==> src/rtl/mhf_pkg.sv <==
// Package: shared command encoding for the multicast hash filter.
// Assumes: commands are sampled together with the first address byte.
package mhf_pkg;
    typedef enum logic [1:0] {
        MHF_LOOKUP = 2'b00,
        MHF_SET    = 2'b01,
        MHF_CLEAR  = 2'b10,
        MHF_SPARE  = 2'b11
    } mhf_op_e;
endpackage

==> src/rtl/mhf_crc_engine.sv <==
// Module: byte-serial CRC over one destination address.
// Assumes: exactly ADDR_BYTES valid bytes per address; a new address may
// start in the cycle right after the last byte. Also captures the group
// bit of the first byte and whether every byte was all ones.
module mhf_crc_engine #(
    parameter int          ADDR_BYTES = 6,
    parameter int          CRC_W      = 32,
    parameter logic [31:0] CRC_POLY   = 32'h04C11DB7
) (
    input  logic             clk,
    input  logic             rst_n,
    input  logic             byte_valid,
    input  logic [7:0]       byte_data,
    output logic             first_byte,
    output logic [CRC_W-1:0] crc_q,
    output logic             done_q,
    output logic             group_q,
    output logic             bcast_q
);
    localparam int CNT_W = $clog2(ADDR_BYTES + 1);
    localparam logic [CNT_W-1:0] LAST = CNT_W'(ADDR_BYTES - 1);
    localparam logic [CRC_W-1:0] INIT = {CRC_W{1'b1}};

    logic [CNT_W-1:0] cnt_q;
    logic [CRC_W-1:0] crc_base;

    // One byte of CRC, least significant data bit first, shifting MSB out.
    function automatic logic [CRC_W-1:0] crc_step(input logic [CRC_W-1:0] c,
                                                  input logic [7:0] d);
        logic [CRC_W-1:0] r;
        r = c;
        for (int i = 0; i < 8; i++) begin
            if (r[CRC_W-1] ^ d[i]) r = (r << 1) ^ CRC_POLY[CRC_W-1:0];
            else                   r = r << 1;
        end
        return r;
    endfunction

    assign first_byte = byte_valid && (cnt_q == '0);
    assign crc_base   = (cnt_q == '0) ? INIT : crc_q;

    // Byte counter, CRC accumulation, address flags and completion strobe.
    always_ff @(posedge clk) begin
        if (!rst_n) begin
            cnt_q   <= '0;
            crc_q   <= INIT;
            done_q  <= 1'b0;
            group_q <= 1'b0;
            bcast_q <= 1'b0;
        end else begin
            done_q <= 1'b0;
            if (byte_valid) begin
                crc_q <= crc_step(crc_base, byte_data);
                if (cnt_q == '0) begin
                    group_q <= byte_data[0];
                    bcast_q <= (byte_data == 8'hFF);
                end else begin
                    bcast_q <= bcast_q && (byte_data == 8'hFF);
                end
                if (cnt_q == LAST) begin
                    cnt_q  <= '0;
                    done_q <= 1'b1;
                end else begin
                    cnt_q <= cnt_q + 1'b1;
                end
            end
        end
    end


    done_spacing_chk: assert property (@(posedge clk) disable iff (!rst_n)
        done_q |=> !done_q);
endmodule

==> src/rtl/mhf_hash_table.sv <==
// Module: group hash table held as NUM_REGS registers of REG_W bits.
// Assumes: REG_W is a power of two. Index bit position n maps to register
// bit REG_W-1-n. A software write wins over a same-edge table update.
module mhf_hash_table #(
    parameter int IDX_W = 8,
    parameter int REG_W = 32,
    localparam int POS_W = $clog2(REG_W),
    localparam int SEL_W = IDX_W - POS_W,
    localparam int NREGS = 1 << SEL_W
) (
    input  logic             clk,
    input  logic             rst_n,
    input  logic             sw_we,
    input  logic [SEL_W-1:0] sw_sel,
    input  logic [REG_W-1:0] sw_wdata,
    output logic [REG_W-1:0] sw_rdata,
    input  logic [IDX_W-1:0] idx,
    input  logic             upd_en,
    input  logic             upd_set,
    output logic             lk_bit
);
    logic [REG_W-1:0] tbl_q [NREGS];
    logic [SEL_W-1:0] row;
    logic [POS_W-1:0] pos;

    assign row      = idx[IDX_W-1 -: SEL_W];
    assign pos      = ~idx[POS_W-1:0];
    assign lk_bit   = tbl_q[row][pos];
    assign sw_rdata = tbl_q[sw_sel];

    for (genvar g = 0; g < NREGS; g++) begin : g_row
        // Per-register update: software write first, then bit set/clear.
        always_ff @(posedge clk) begin
            if (!rst_n) begin
                tbl_q[g] <= '0;
            end else if (sw_we && sw_sel == SEL_W'(g)) begin
                tbl_q[g] <= sw_wdata;
            end else if (upd_en && row == SEL_W'(g)) begin
                tbl_q[g][pos] <= upd_set;
            end
        end
    end


    sw_write_chk: assert property (@(posedge clk) disable iff (!rst_n)
        sw_we |=> tbl_q[$past(sw_sel)] == $past(sw_wdata));

    set_bit_chk: assert property (@(posedge clk) disable iff (!rst_n)
        (upd_en && upd_set && !(sw_we && sw_sel == row))
        |=> tbl_q[$past(row)][$past(pos)]);

    clear_bit_chk: assert property (@(posedge clk) disable iff (!rst_n)
        (upd_en && !upd_set && !(sw_we && sw_sel == row))
        |=> !tbl_q[$past(row)][$past(pos)]);
endmodule

==> src/rtl/mhf_group_filter.sv <==
// Module: top of the multicast hash filter. Hashes each six-byte address,
// then either looks up the table (accept decision) or sets/clears the entry.
// Assumes: the command is sampled with the first byte of each address.
module mhf_group_filter
    import mhf_pkg::*;
#(
    parameter int          ADDR_BYTES = 6,
    parameter int          IDX_W      = 8,
    parameter int          REG_W      = 32,
    parameter int          CRC_W      = 32,
    parameter logic [31:0] CRC_POLY   = 32'h04C11DB7,
    localparam int         SEL_W      = IDX_W - $clog2(REG_W)
) (
    input  logic             clk,
    input  logic             rst_n,
    input  logic             byte_valid,
    input  logic [7:0]       byte_data,
    input  logic [1:0]       cmd_op,
    input  logic             sw_we,
    input  logic [SEL_W-1:0] sw_sel,
    input  logic [REG_W-1:0] sw_wdata,
    output logic [REG_W-1:0] sw_rdata,
    output logic             result_valid,
    output logic             accept,
    output logic [IDX_W-1:0] hash_index
);
    logic             first_byte, done_q, group_q, bcast_q, lk_bit;
    logic [CRC_W-1:0] crc_q;
    mhf_op_e          op_q;
    logic             is_upd;

    // Latch the command that travels with the first byte.
    always_ff @(posedge clk) begin
        if (!rst_n)          op_q <= MHF_LOOKUP;
        else if (first_byte) op_q <= mhf_op_e'(cmd_op);
    end

    mhf_crc_engine #(
        .ADDR_BYTES(ADDR_BYTES), .CRC_W(CRC_W), .CRC_POLY(CRC_POLY)
    ) u_crc (
        .clk(clk), .rst_n(rst_n), .byte_valid(byte_valid), .byte_data(byte_data),
        .first_byte(first_byte), .crc_q(crc_q), .done_q(done_q),
        .group_q(group_q), .bcast_q(bcast_q)
    );

    assign hash_index   = crc_q[CRC_W-1 -: IDX_W];
    assign is_upd       = (op_q == MHF_SET) || (op_q == MHF_CLEAR);
    assign result_valid = done_q && !is_upd;
    assign accept       = result_valid && group_q && (bcast_q || lk_bit);

    mhf_hash_table #(.IDX_W(IDX_W), .REG_W(REG_W)) u_tbl (
        .clk(clk), .rst_n(rst_n), .sw_we(sw_we), .sw_sel(sw_sel),
        .sw_wdata(sw_wdata), .sw_rdata(sw_rdata), .idx(hash_index),
        .upd_en(done_q && is_upd), .upd_set(op_q == MHF_SET), .lk_bit(lk_bit)
    );


    result_after_byte_chk: assert property (@(posedge clk) disable iff (!rst_n)
        result_valid |-> $past(byte_valid));
endmodule

==> config.mk <==
export PLATFORM = sky130hd
export DESIGN_NAME = mhf_group_filter
export DESIGN_NICKNAME = d
export VERILOG_FILES = /design/src/rtl/mhf_pkg.sv /design/src/rtl/mhf_crc_engine.sv /design/src/rtl/mhf_hash_table.sv /design/src/rtl/mhf_group_filter.sv
export SDC_FILE = /design/constraint.sdc
export NUM_CORES = 1
export LEC_CHECK = 0
export ABC_CLOCK_PERIOD_IN_PS = 2300
export BUFFER_PORTS_ARGS = -buffer_cell sky130_fd_sc_hd__buf_4
export CORE_ASPECT_RATIO = 1.25
export CORE_MARGIN = 2
export CORE_UTILIZATION = 55
export DETAILED_ROUTE_END_ITERATION = 7
export HOLD_SLACK_MARGIN = 0.12
export PLACE_DENSITY = 0.73
export SYNTH_ARGS = -nofsm -noshare
export SYNTH_HDL_FRONTEND = slang
export SYNTH_HIERARCHICAL = 1
export SYNTH_SLANG_ARGS = --single-unit
==> constraint.sdc <==
create_clock -name clk -period 2.3 [get_ports clk]
set_input_delay 0.115 -clock clk [delete_from_list [all_inputs] [get_ports clk]]
set_output_delay 0.115 -clock clk [all_outputs]
set_load 0.01 [all_outputs]
==> reports/metrics.yaml <==
sta:
  finalWorstSetupSlack_ps: -1200
  worst_slew_pin_slew_ps: 1380
  clock_skew_ps: 23.7
  fin_crit_sh: 1.52
  rsz0062_at_grt: "yes"
  drv_slew: 0
  fmax_mhz: 285
  setup_viol: 1
  tns_ps: -1200
  hold_viol_final: 0
  period_needed_ps: 3500
  max_slew_margin: 0.0764
power:
  swShare: 0.299
  power.total_mw: 16.3
  seq_power_share: 0.405
  comb_power_share: 0.285
  power_density_nw_per_um2: 710
  intPower_mw: 11.4
  p_leak_nw: 8.02
  irDropWorstVdd_uv: 507
  power_frac_clock: 0.309
  p_switching_mw: 4.86
drt:
  wl_met3_um: 9370
  drcViolationCount: 0
  met2WireLength_um: 32300
  drt.antenna.violating_nets: 0
  highest_layer: "met4"
  drt-initial-drc-count: 2606
  routed_via_density: 6.97
  met1_length_um: 22900
  vias: 17900
  detail_route.wirelength_um: 70500
  first_pass_iters: 8
  routedWlPerCell_um: 27.5
synthesis:
  yosysTopAreaCell: "edfxtp_1"
  async_flop_share: 0
  yosysWarnings: 6
  seq_area_frac_synth: 0.443
  synth_area_um2: 19200
  synth_area_leaders: "edfxtp_1, o21ai_0, mux4_2"
  synth_cell_types: 59
  synthesis.instances: 1931
  syn_nets: 1981
  synth_top_area_share: 0.401
  yosys_register_bits: 296
  avgSynthCellArea_um2: 9.93
  ys.flop_type: "edfxtp_1"
  synth_enable_flop_cells: 256
finish:
  stdcell_count: 2561
  multi_input_area_um2: 9880
  drive_above_1_share: 0.256
  regArea_um2: 8500
  fillers: 2642
  final_nets: 2121
  syn_to_final_growth_pct: 19.7
critical_path:
  path_buf_inv: 5
  max_stage_delay_ps: 370
  crit_family: "compound AO/OA/AOI/OAI gates"
  cp_max_fo: 5
  critPathRequiredTime_ps: 2180
  cp_slowest_cell: "dfxtp_4"
  crit_type: "register to primary output"
  start_kind: "register"
  endpoint_kind: "primary output"
  worst_ep_arrival_time_ps: 3390
  cp_cell_sequence: "buf_12 > buf_8 > buf_8 > mux2i_4 > a22oi_2 > a22oi_2 > a31oi_2 > o41ai_4 > buf_4 > nand4_1 > or2_4 > o211a_1 > buf_6"
clock_tree:
  cts_made_buffers: 31
  worstSkewPairLatency_ps: 600
  cts_buffer_depth: 3
  path_clk_slew_ps: 60
  cts_tree: "built"
  root_buffer: "clkbuf_16"
  cts_sinks: 296
  h-tree-depth: 1
global_route:
  antenna_found_initial: 0
  groute.usage.overall: 0.388
  grt_first_pass_wirelength_um: 104000
  grt_overflow_total: 0
  grt_max_degree: 51
  first_global_vias: 17900
die:
  die_y_um: 213
  rows: 76
  io_pins: 91
  core_um2: 34400
  die_area_um2: 36400
  initial_core_util: 0.557
  die_x_um: 171
placement:
  pre_cts_slack_ps: -793
  io_buffers: 90
  place_inst: 2442
  gp_congestion: 0.960
  dpl.hpwl_um: 43900
job:
  drv_cap: 0
status:
  outcome: "complete, but fails checks"
  violations: "setup timing"
worst_hold_path:
  hp-class: "input port to register"
-- per-stage QoR --
stage          hold slack (ps)  area [µm²]   util
5_1_grt                    235       22900  0.666
4_1_cts                    181       22800  0.662
3_5_place_dp               388       21100  0.613
6_report                   205       22900  0.666
2_1_floorplan              243       19200      -
3_3_place_gp               383       21100  0.613
-- synth_stat cells, types with 3 or more instances --
library cell and instances:
xor2_1 10, clkbuf_2 5, xnor2_1 49, o21a_1 6
o21ai_0 528, nor4b_1 6, xnor2_2 10, buf_4 4
nor2_1 80, o21ai_1 8, buf_6 6, edfxtp_1 256
nand2b_1 4, mux2i_1 49, nand2_1 341, nor4_1 3
clkbuf_1 194, mux4_2 99, buf_2 14, xnor3_1 5
a22oi_1 19, nand4_1 16, o211ai_1 11, nor2b_1 11
and3_1 9, mux4_1 8, dfxtp_1 40, and2_1 7
nor3b_1 4, inv_1 9, a211oi_4 6, a31oi_1 4
a21oi_1 9, buf_1 4, nor3_1 6, nand3_1 24
a221oi_2 3, mux2_2 35
-- tightest hold or removal path, cell delays in order --
cell and delay [ps]:
buf_4 200, nor3_2 160, nand2_1 80, o21ai_0 60
-- layout by cell type, fill, tap and decap left out, types with 9 or more instances in the layout --
cell type      count
mux2i_1           47
a22oi_1           16
nor2_1            73
clkinv_1           9
edfxtp_1         256
xnor2_2           10
nand2_1          338
o211ai_1          11
buf_4            266
mux4_2            99
clkbuf_16         31
inv_1              9
dfxtp_1           36
xnor2_1           48
dlygate4sd3_1     40
a21oi_1            9
o21ai_0          524
buf_12            19
xor2_1            10
nor2b_1            9
nand4_1           16
nand3_1           24
o21ai_1           12
mux2_2            34
-- logic make-up (layout without fill, tap and decap cells) --
kind of cell             Yosys count  in the layout  synth area share
adder cells (fa/ha/maj)            1              1          0.000653
AND/OR/NAND/NOR                  519            519             0.114
buffers and inverters            241            402            0.0535
XOR/XNOR                          74             74            0.0413
other                              0              1                 0
flip-flops                       296            296             0.443
multiplexers                     191            191             0.173
AO/OA/AOI/OAI                    609            609             0.174
-- state kept, by name (all words and copies together), names as in the netlist --
| signal | cells |
|---|---|
| u_crc/group_q | 1 |
| u_crc/crc_q | 32 |
| u_crc/cnt_q | 3 |
| u_crc/bcast_q | 1 |
| u_crc/done_q | 1 |
| op_q | 2 |
| u_tbl/tbl_q | 256 |
-- metal layers --
metal | vias up | global-route usage
met5 | - | 0
met4 | 0 | 0.289
met3 | 473 | 0.0921
met2 | 1563 | 0.610
met1 | 8478 | 0.464
li1 | 7340 | -
-- final cells by class --
type / instances / area share
antenna: 1 / 0.000109
multi-input combinational: 1394 / 0.431
clock buffer: 37 / 0.0348
inverter: 11 / 0.00180
tap: 468 / 0.0255
timing repair buffer: 337 / 0.129
clock inverter: 17 / 0.00769
sequential: 296 / 0.370
-- worst paths after layout --
kind	start	end	slack, ps	cells past startpoint
worst min register to register	u_crc/crc_q[13]	u_crc/crc_q[13]	480	2
worst max-delay path	u_crc/crc_q[29]	accept	-1200	13
worst min-delay path	sw_sel[1]	u_tbl/tbl_q[0][29]	200	4
worst max register to register	u_crc/cnt_q[2]	u_crc/crc_q[26]	80	7
-- power groups by stage --
stage / clock network, mW / registers [mW] / logic (mW)
after floorplan: 0 / 6.56 / 2.77
after detailed placement: 0 / 6.70 / 4.20
final: 5.04 / 6.60 / 4.65
after CTS: 5.04 / 6.57 / 4.47
after global placement: 0 / 6.67 / 4.10
after global routing: 5.24 / 6.62 / 4.88
-- repair_timing --
item	4_1_cts	5_1_grt
gates cloned	1	0
buffers inserted	17	7
gates resized for setup	23	27
endpoints found under the hold margin	281	0
endpoints found under the setup margin	126	104
hold buffers	40	0
pin swaps	15	13
Note: power is estimated with default switching activity, not from simulation.
